**src/rtl/bitrev_pkg.sv**
```systemverilog
package bitrev_pkg;
  typedef enum logic {
    DIR_SCATTER = 1'b0,
    DIR_GATHER  = 1'b1
  } xfer_dir_e;
endpackage

```
**src/rtl/brd_seq.sv**
```systemverilog
module brd_seq #(
  parameter int IDX_W = 10,
  parameter int AW    = 16
) (
  input  logic                  clk,
  input  logic                  rst_n,
  input  logic                  start_i,
  input  logic                  dir_i,
  input  logic [AW-1:0]         base_i,
  input  logic                  ready_i,
  output logic                  busy_o,
  output logic [IDX_W-1:0]      idx_o,
  output bitrev_pkg::xfer_dir_e dir_o,
  output logic [AW-1:0]         base_o,
  output logic                  done_o
);
  import bitrev_pkg::*;

  localparam logic [IDX_W-1:0] LAST_IDX = {IDX_W{1'b1}};

  logic            busy_q, done_q;
  logic [IDX_W-1:0] idx_q;
  xfer_dir_e       dir_q;
  logic [AW-1:0]   base_q;

  // named internal events
  logic accept_w, last_accept_w, launch_w;
  assign accept_w      = busy_q && ready_i;
  assign last_accept_w = accept_w && (idx_q == LAST_IDX);
  assign launch_w      = !busy_q && start_i;

  always_ff @(posedge clk) begin
    if (!rst_n) begin
      busy_q <= 1'b0;
      done_q <= 1'b0;
      idx_q  <= '0;
      dir_q  <= DIR_SCATTER;
      base_q <= '0;
    end else begin
      done_q <= last_accept_w;
      if (launch_w) begin
        busy_q <= 1'b1;
        idx_q  <= '0;
        dir_q  <= xfer_dir_e'(dir_i);
        base_q <= base_i;
      end else if (last_accept_w) begin
        busy_q <= 1'b0;
      end else if (accept_w) begin
        idx_q <= idx_q + 1'b1;
      end
    end
  end

  assign busy_o = busy_q;
  assign idx_o  = idx_q;
  assign dir_o  = dir_q;
  assign base_o = base_q;
  assign done_o = done_q;

  a_r4_stall_hold: assert property (@(posedge clk) disable iff (!rst_n)
    (busy_q && !ready_i) |=> (busy_q && $stable(idx_q)));
  a_r4_single_step: assert property (@(posedge clk) disable iff (!rst_n)
    (accept_w && !last_accept_w) |=> (idx_q == $past(idx_q) + 1'b1));
  a_r5_done_one_cycle: assert property (@(posedge clk) disable iff (!rst_n)
    done_q |=> !done_q);
  a_r5_done_idle: assert property (@(posedge clk) disable iff (!rst_n)
    done_q |-> !busy_q);
  a_r6_hold_context: assert property (@(posedge clk) disable iff (!rst_n)
    busy_q |=> ($stable(base_q) && $stable(dir_q)));
endmodule

```
**src/rtl/brd_map.sv**
```systemverilog
module brd_map #(
  parameter int IDX_W  = 10,
  parameter int LANE_W = 3,
  parameter int AW     = 16
) (
  input  logic [IDX_W-1:0]      idx_i,
  input  bitrev_pkg::xfer_dir_e dir_i,
  input  logic [AW-1:0]         base_i,
  output logic [AW-1:0]         shared_addr_o,
  output logic [LANE_W-1:0]     lane_o,
  output logic [IDX_W-LANE_W-1:0] offset_o
);
  import bitrev_pkg::*;

  localparam int OFS_W = IDX_W - LANE_W;

  logic [IDX_W-1:0] rev_w;
  for (genvar g = 0; g < IDX_W; g++) begin : g_rev
    assign rev_w[g] = idx_i[IDX_W-1-g];
  end

  function automatic logic [AW-1:0] add_base(input logic [AW-1:0] b,
                                             input logic [IDX_W-1:0] v);
    return b + AW'(v);
  endfunction

  logic [IDX_W-1:0] lane_side_w, shared_side_w;
  assign lane_side_w   = (dir_i == DIR_SCATTER) ? rev_w : idx_i;
  assign shared_side_w = (dir_i == DIR_SCATTER) ? idx_i : rev_w;

  assign shared_addr_o = add_base(base_i, shared_side_w);
  assign lane_o        = lane_side_w[IDX_W-1 -: LANE_W];
  assign offset_o      = lane_side_w[OFS_W-1:0];
endmodule

```
**src/rtl/bitrev_distributor.sv**
```systemverilog
module bitrev_distributor #(
  parameter int FRAME_PTS = 1024,
  parameter int LANES     = 8,
  parameter int AW        = 16,
  localparam int IDX_W    = $clog2(FRAME_PTS),
  localparam int LANE_W   = $clog2(LANES),
  localparam int OFS_W    = IDX_W - LANE_W
) (
  input  logic              clk,
  input  logic              rst_n,
  input  logic              start_i,
  input  logic              dir_i,
  input  logic [AW-1:0]     frame_base_i,
  input  logic              ready_i,
  output logic              valid_o,
  output logic [AW-1:0]     shared_addr_o,
  output logic [LANE_W-1:0] lane_o,
  output logic [OFS_W-1:0]  offset_o,
  output logic              done_o
);
  import bitrev_pkg::*;

  logic             busy_w;
  logic [IDX_W-1:0] idx_w;
  xfer_dir_e        dir_w;
  logic [AW-1:0]    base_w;

  brd_seq #(.IDX_W(IDX_W), .AW(AW)) u_seq (
    .clk(clk), .rst_n(rst_n), .start_i(start_i), .dir_i(dir_i),
    .base_i(frame_base_i), .ready_i(ready_i), .busy_o(busy_w),
    .idx_o(idx_w), .dir_o(dir_w), .base_o(base_w), .done_o(done_o)
  );

  brd_map #(.IDX_W(IDX_W), .LANE_W(LANE_W), .AW(AW)) u_map (
    .idx_i(idx_w), .dir_i(dir_w), .base_i(base_w),
    .shared_addr_o(shared_addr_o), .lane_o(lane_o), .offset_o(offset_o)
  );

  assign valid_o = busy_w;

  a_r1_done_not_valid: assert property (@(posedge clk) disable iff (!rst_n)
    done_o |-> !valid_o);
  a_r4_outputs_stable: assert property (@(posedge clk) disable iff (!rst_n)
    (valid_o && !ready_i) |=> (valid_o && $stable(shared_addr_o) &&
                               $stable(lane_o) && $stable(offset_o)));
endmodule

```
**config.mk**
```make
export PLATFORM = sky130hd
export DESIGN_NAME = bitrev_distributor
export DESIGN_NICKNAME = d
export VERILOG_FILES = /design/src/rtl/bitrev_pkg.sv /design/src/rtl/brd_seq.sv /design/src/rtl/brd_map.sv /design/src/rtl/bitrev_distributor.sv
export SDC_FILE = /design/constraint.sdc
export NUM_CORES = 1
export LEC_CHECK = 0
export BUFFER_PORTS_ARGS = -buffer_cell sky130_fd_sc_hd__buf_2
export CORE_ASPECT_RATIO = 1.2
export CORE_MARGIN = 8
export CORE_UTILIZATION = 53
export DETAILED_ROUTE_END_ITERATION = 16
export HOLD_SLACK_MARGIN = 0.12
export PLACE_DENSITY = 0.8
export SYNTH_ARGS = -nofsm -noshare
export SYNTH_HDL_FRONTEND = slang
export SYNTH_SLANG_ARGS = --single-unit
```
**constraint.sdc**
```tcl
create_clock -name clk -period 3.3 [get_ports clk]
set_clock_uncertainty 0.2 [all_clocks]
set_input_delay 0.495 -clock clk [delete_from_list [all_inputs] [get_ports clk]]
set_output_delay 0.495 -clock clk [all_outputs]
set_load 0.02 [all_outputs]
```
Word level (Yosys, flattened, before mapping)
Index checks and enable logic that the tools add are counted.
- reductions and logical operators: 7
- equality and inequality tests: 1
- $add $sub $neg: 2
- bitwise logic cells: 2
- mux-type cells: 4
- operators with widths (kind ; number):
    10-bit 2-to-1 mux ; 2
    16-bit by 10-bit adder with 16-bit output ; 1
    10-bit by 1-bit adder with 10-bit output, second input constant ; 1
    10-bit equality test, second input constant ; 1
    1-bit logical AND ; 3
    1-bit 2-to-1 mux ; 2
    1-bit NOT ; 2
    2-bit AND reduction ; 1
    2-bit nonzero test ; 1
    2-bit OR reduction ; 1
    1-bit logical NOT ; 1
- register bits: 29
- input bits: 21
- output and inout port bits: 28

Depth between registers and ports, before layout
- word-level depth: 4
- mapped depth: 10
- gate-level depth less buffers: 9

Cells and area by module
A second synthesis with hierarchy kept.
- cell total of the unflattened synthesis: 227
- area, all modules: 1886.8 um^2
- by module, submodules not included (module ; area an instance (um^2) ; instances ; cells each ; sequential area each (um^2)):
    brd_seq ; 1213.7 ; 1 ; 138 ; 580.6
    brd_map ; 673.1 ; 1 ; 89 ; 0.0

Worst setup path after synthesis
OpenSTA, ideal clock, no wires.
- path kind: reg-to-output
- start: register u_seq.dir_q (netlist: u_seq.dir_o)
- end: output port shared_addr_o[12]
- slack: -0.030 ns
- buffers on the path: 1
- data required time: 2.605 ns
- arrival time: 2.635 ns
- cell stages (with the launch flop): 11
- path through: dfxtp_1 clkbuf_1 mux2_2 ha_1 inv_1 fa_1 nor2b_1 o2111ai_1 a21boi_0 o211ai_1 xnor2_1
- cells in the longest elaborated chain, start to end: 2
- ends and longest elaborated chain (element ; line ; text):
    start: declaration ; brd_seq.sv:23 ; xfer_dir_e dir_q;
    start signal: assignment ; brd_seq.sv:44 ; dir_q <= xfer_dir_e'(dir_i);
    10-bit 2-to-1 mux ; brd_map.sv:29 ; assign shared_side_w = (dir_i == DIR_SCATTER) ? idx_i : rev_w;
    16-bit by 10-bit adder with 16-bit output ; brd_map.sv:24 ; return b + AW'(v);
    end: declaration ; bitrev_distributor.sv:16 ; output logic [AW-1:0] shared_addr_o,
Every way passes these cells.

Final worst setup path
- start: register u_seq.dir_q (netlist: u_seq.dir_o)
- end: output port shared_addr_o[9]
The elaborated chain is that of the path after synthesis.

==> results.sh <==
export IMPL_drv_slew=0
export IMPL_synth_adder_area_share=0.08389
export IMPL_die_width_um=70.36
export IMPL_drive_gt1_frac=0.3948
export IMPL_worst_pin_slew_ns=0.5047
export IMPL_crit_type="reg -> out"
export IMPL_ys_warnings_count=0
export IMPL_hold_viol_final=0
export IMPL_crit_fanout=6
export IMPL_cts_path_max_buffers=2
export IMPL_pin_count=49
export IMPL_die_area_mm2=0.005715
export IMPL_endpoint="shared_addr_o[9]"
export IMPL_netlist_area_mm2=0.001879
export IMPL_fmax_ghz=0.3043
export IMPL_antenna_diode_count=0
export IMPL_grt_pass1_vias=1749
export IMPL_clk_pin_slew_worst_paths_ns=0.07
export IMPL_syn_inst=216
export IMPL_finalCriticalPeriod_ns=3.286
export IMPL_seq_area_frac_synth=0.3089
export IMPL_setup_viol=0
export IMPL_post_drt_wl_per_cell_um=17.10
export IMPL_ys_ff_latch=29
export IMPL_ant_nets=0
export IMPL_cts_htree_levels=2
export IMPL_rows=23
export IMPL_setup_worst_path_start_class="register"
export IMPL_start_util=0.5582
export IMPL_synth_top_family_by_area="simple AND/OR/NAND/NOR gates"
export IMPL_hold_path_class="in -> reg"
export IMPL_reg2regPathDepth=5
export IMPL_cts_tree="built"
export IMPL_crit_required_ns=2.60
export IMPL_cts_sinks=29
export IMPL_rsz0062_at_grt="yes"
export IMPL_synth_nets=249
export IMPL_final_cell_mix="buf_2, nand2_1, dfxtp_1"
export IMPL_worst_r2r_setup_slack_ns=1.47
export IMPL_synth_cell_types=46
export IMPL_maxCapViolCount=0
export IMPL_n_fill_cell=244
export IMPL_gp_congestion=0.9270
export IMPL_antenna_found_initial=0
export IMPL_clk_latency_ns=0.29
export IMPL_fin_util=0.7310
export IMPL_leakagePower_nw=1.025
export IMPL_end_kind="output port"
export IMPL_synth_compound_area_frac=0.1684
export IMPL_synth_xor_area_frac=0.09321
export IMPL_p_per_area_mw_per_mm2=326.7
export IMPL_ir_drop_uv=316.7
export IMPL_grt_overflow=0
export IMPL_vias_per_cell=5.675
export IMPL_grt_pass1_wl_um=7948
export IMPL_fin_tns_setup_ns=0
export IMPL_ctsHoldBuffers=0
export IMPL_status="finished, final reports clean"
export IMPL_rr_endpoint="u_seq.idx_o[5]$_SDFFE_PP0P_"
export IMPL_die_h_um=81.23
export IMPL_crit_start="u_seq.dir_o$_SDFFE_PN0P_"
export IMPL_drtPass1Iterations=4
export IMPL_cts_buffers=5
export IMPL_drt_initial_drc_count=96
export IMPL_r2r_start="u_seq.idx_o[1]$_SDFFE_PP0P_"
export IMPL_totalWireLength_um=5266
export IMPL_core_area_mm2=0.003367
export IMPL_drcViolationCount=0
export IMPL_slew_headroom=0.6621
export IMPL_hold_path_depth=3
export IMPL_synth_simple_area_share=0.2377
export IMPL_syn_area_per_cell_um2=8.700
export IMPL_finalNetCount=304
export IMPL_track_usage=0.1724
export IMPL_yosys_top_cells_area="dfxtp_1, nand2_1, a21boi_0, ha_1, xnor2_1"
export IMPL_num_vias=1748
export IMPL_cts_root_buf="clkbuf_8"
export IMPL_hpwl_um=3627
export IMPL_netlist_area_leader_share=0.3089
export IMPL_period_share=0.9958
export IMPL_final_common_cell="buf_2"
export IMPL_arrival_ns=2.59
export IMPL_io_buffers=48
export IMPL_area_growth_pct=30.96
export IMPL_synthMuxAreaShare=0.06991
export IMPL_grt_max_degree=21
export IMPL_yosys_area_top_type="dfxtp_1"
## metrics by stage
| stage | worst slack (ns) | instances | instance area (µm²) | total power, W | hold WS [ns] |
|---|---|---|---|---|---|
| finish | 0.01377 | 308 | 2461 | 0.0008040 | 0.2465 |
| global route | -0.07043 | 308 | 2461 | 0.0008375 | 0.2621 |
| CTS | -0.01404 | 304 | 2292 | 0.0007936 | 0.2503 |
| detailed placement | 0.1660 | 297 | 2162 | 0.0004964 | 0.2630 |
| global placement | 0.1788 | 297 | 2162 | 0.0004937 | 0.2578 |
| floorplan | 0.008183 | 216 | 1894 | 0.0004570 | 0.2472 |
## final cells by class
| cell class | instances | area (µm²) | share of cell area |
|---|---|---|---|
| Clock buffer | 7 | 86.33 | 0.03508 |
| Inverter | 4 | 15.01 | 0.006101 |
| Multi-Input combinational cell | 174 | 1410 | 0.5730 |
| Sequential cell | 29 | 585.6 | 0.2379 |
| Tap cell | 37 | 46.29 | 0.01881 |
| Timing Repair Buffer | 57 | 317.8 | 0.1291 |
## state kept, by name, summed over array words and instances (netlist names)
| name | cells |
|---|---|
| u_seq.done_o | 1 |
| u_seq.base_o | 16 |
| u_seq.dir_o | 1 |
| u_seq.idx_o | 10 |
| u_seq.busy_o | 1 |
## how the worst min path moves through the flow
stage	from	to	slack [ns]
final	frame_base_i[0]	u_seq.base_o[0]$_SDFFE_PN0P_	0.25
after global routing	frame_base_i[1]	u_seq.base_o[1]$_SDFFE_PN0P_	0.26
after CTS	frame_base_i[0]	u_seq.base_o[0]$_SDFFE_PN0P_	0.25
after detailed placement	u_seq.base_o[8]$_SDFFE_PN0P_	u_seq.base_o[8]$_SDFFE_PN0P_	0.26
after global placement	u_seq.base_o[7]$_SDFFE_PN0P_	u_seq.base_o[7]$_SDFFE_PN0P_	0.26
after floorplan	u_seq.base_o[5]$_SDFFE_PN0P_	u_seq.base_o[5]$_SDFFE_PN0P_	0.25
## worst max-delay path: stages (launching register included)
cell       delay [ns]
dfxtp_4          0.40
buf_4            0.16
mux2_4           0.33
ha_4             0.29
nand4_1          0.19
and2_4           0.20
nand3b_1         0.16
a2111oi_2        0.38
buf_4            0.21
## routing by layer
| metal | wire length, µm | GRT usage |
|---|---|---|
| met5 | 0 | 0 |
| met3 | 336 | 0.06699 |
| met2 | 2757 | 0.3228 |
| met4 | 130 | 0.07445 |
| met1 | 2042 | 0.1649 |
## report_power, final
part	internal, W	switching [W]
registers	0.000363	0.0000157
logic	0.0000553	0.0000674
clock network	0.000165	0.000137
total	0.000584	0.000220
## synth_stat cells (all sizes together)
library cell / number
nor4: 2
or3: 1
ha: 11
nor4b: 1
o31ai: 3
nand2: 44
a21oi: 8
dlygate4sd1: 1
a31oi: 1
nand2b: 1
or2b: 1
nand4: 4
nor2: 12
nor2b: 3
buf: 3
inv: 4
nand3: 4
o21ai: 4
a21o: 2
o21a: 1
a41oi: 1
a21boi: 19
a2111oi: 1
and2b: 1
fa: 1
xor2: 5
mux2i: 3
nor3: 2
o2111ai: 1
dfxtp: 29
mux2: 9
clkbuf: 5
xnor2: 15
o211ai: 3
and2: 2
nand3b: 1
and3: 5
and4: 2
## cells by family (layout without fill, tap and decap cells)
group,after synthesis,after routing
flops,29,29
fa+ha+maj,12,12
buf+inv,13,68
xor+xnor,20,20
compound gates,44,44
simple gates,86,86
mux,12,12
## repair_timing
| item | 4_1_cts | 5_1_grt |
|---|---|---|
| pin swaps | 2 | 11 |
| resized for setup | 12 | 27 |
| endpoints found under the hold margin | 0 | 0 |
| buffers inserted | 0 | 4 |
| cloned | 0 | 0 |
| endpoints found under the setup margin | 8 | 9 |
No activity file was read; power rests on OpenSTA's default activity.
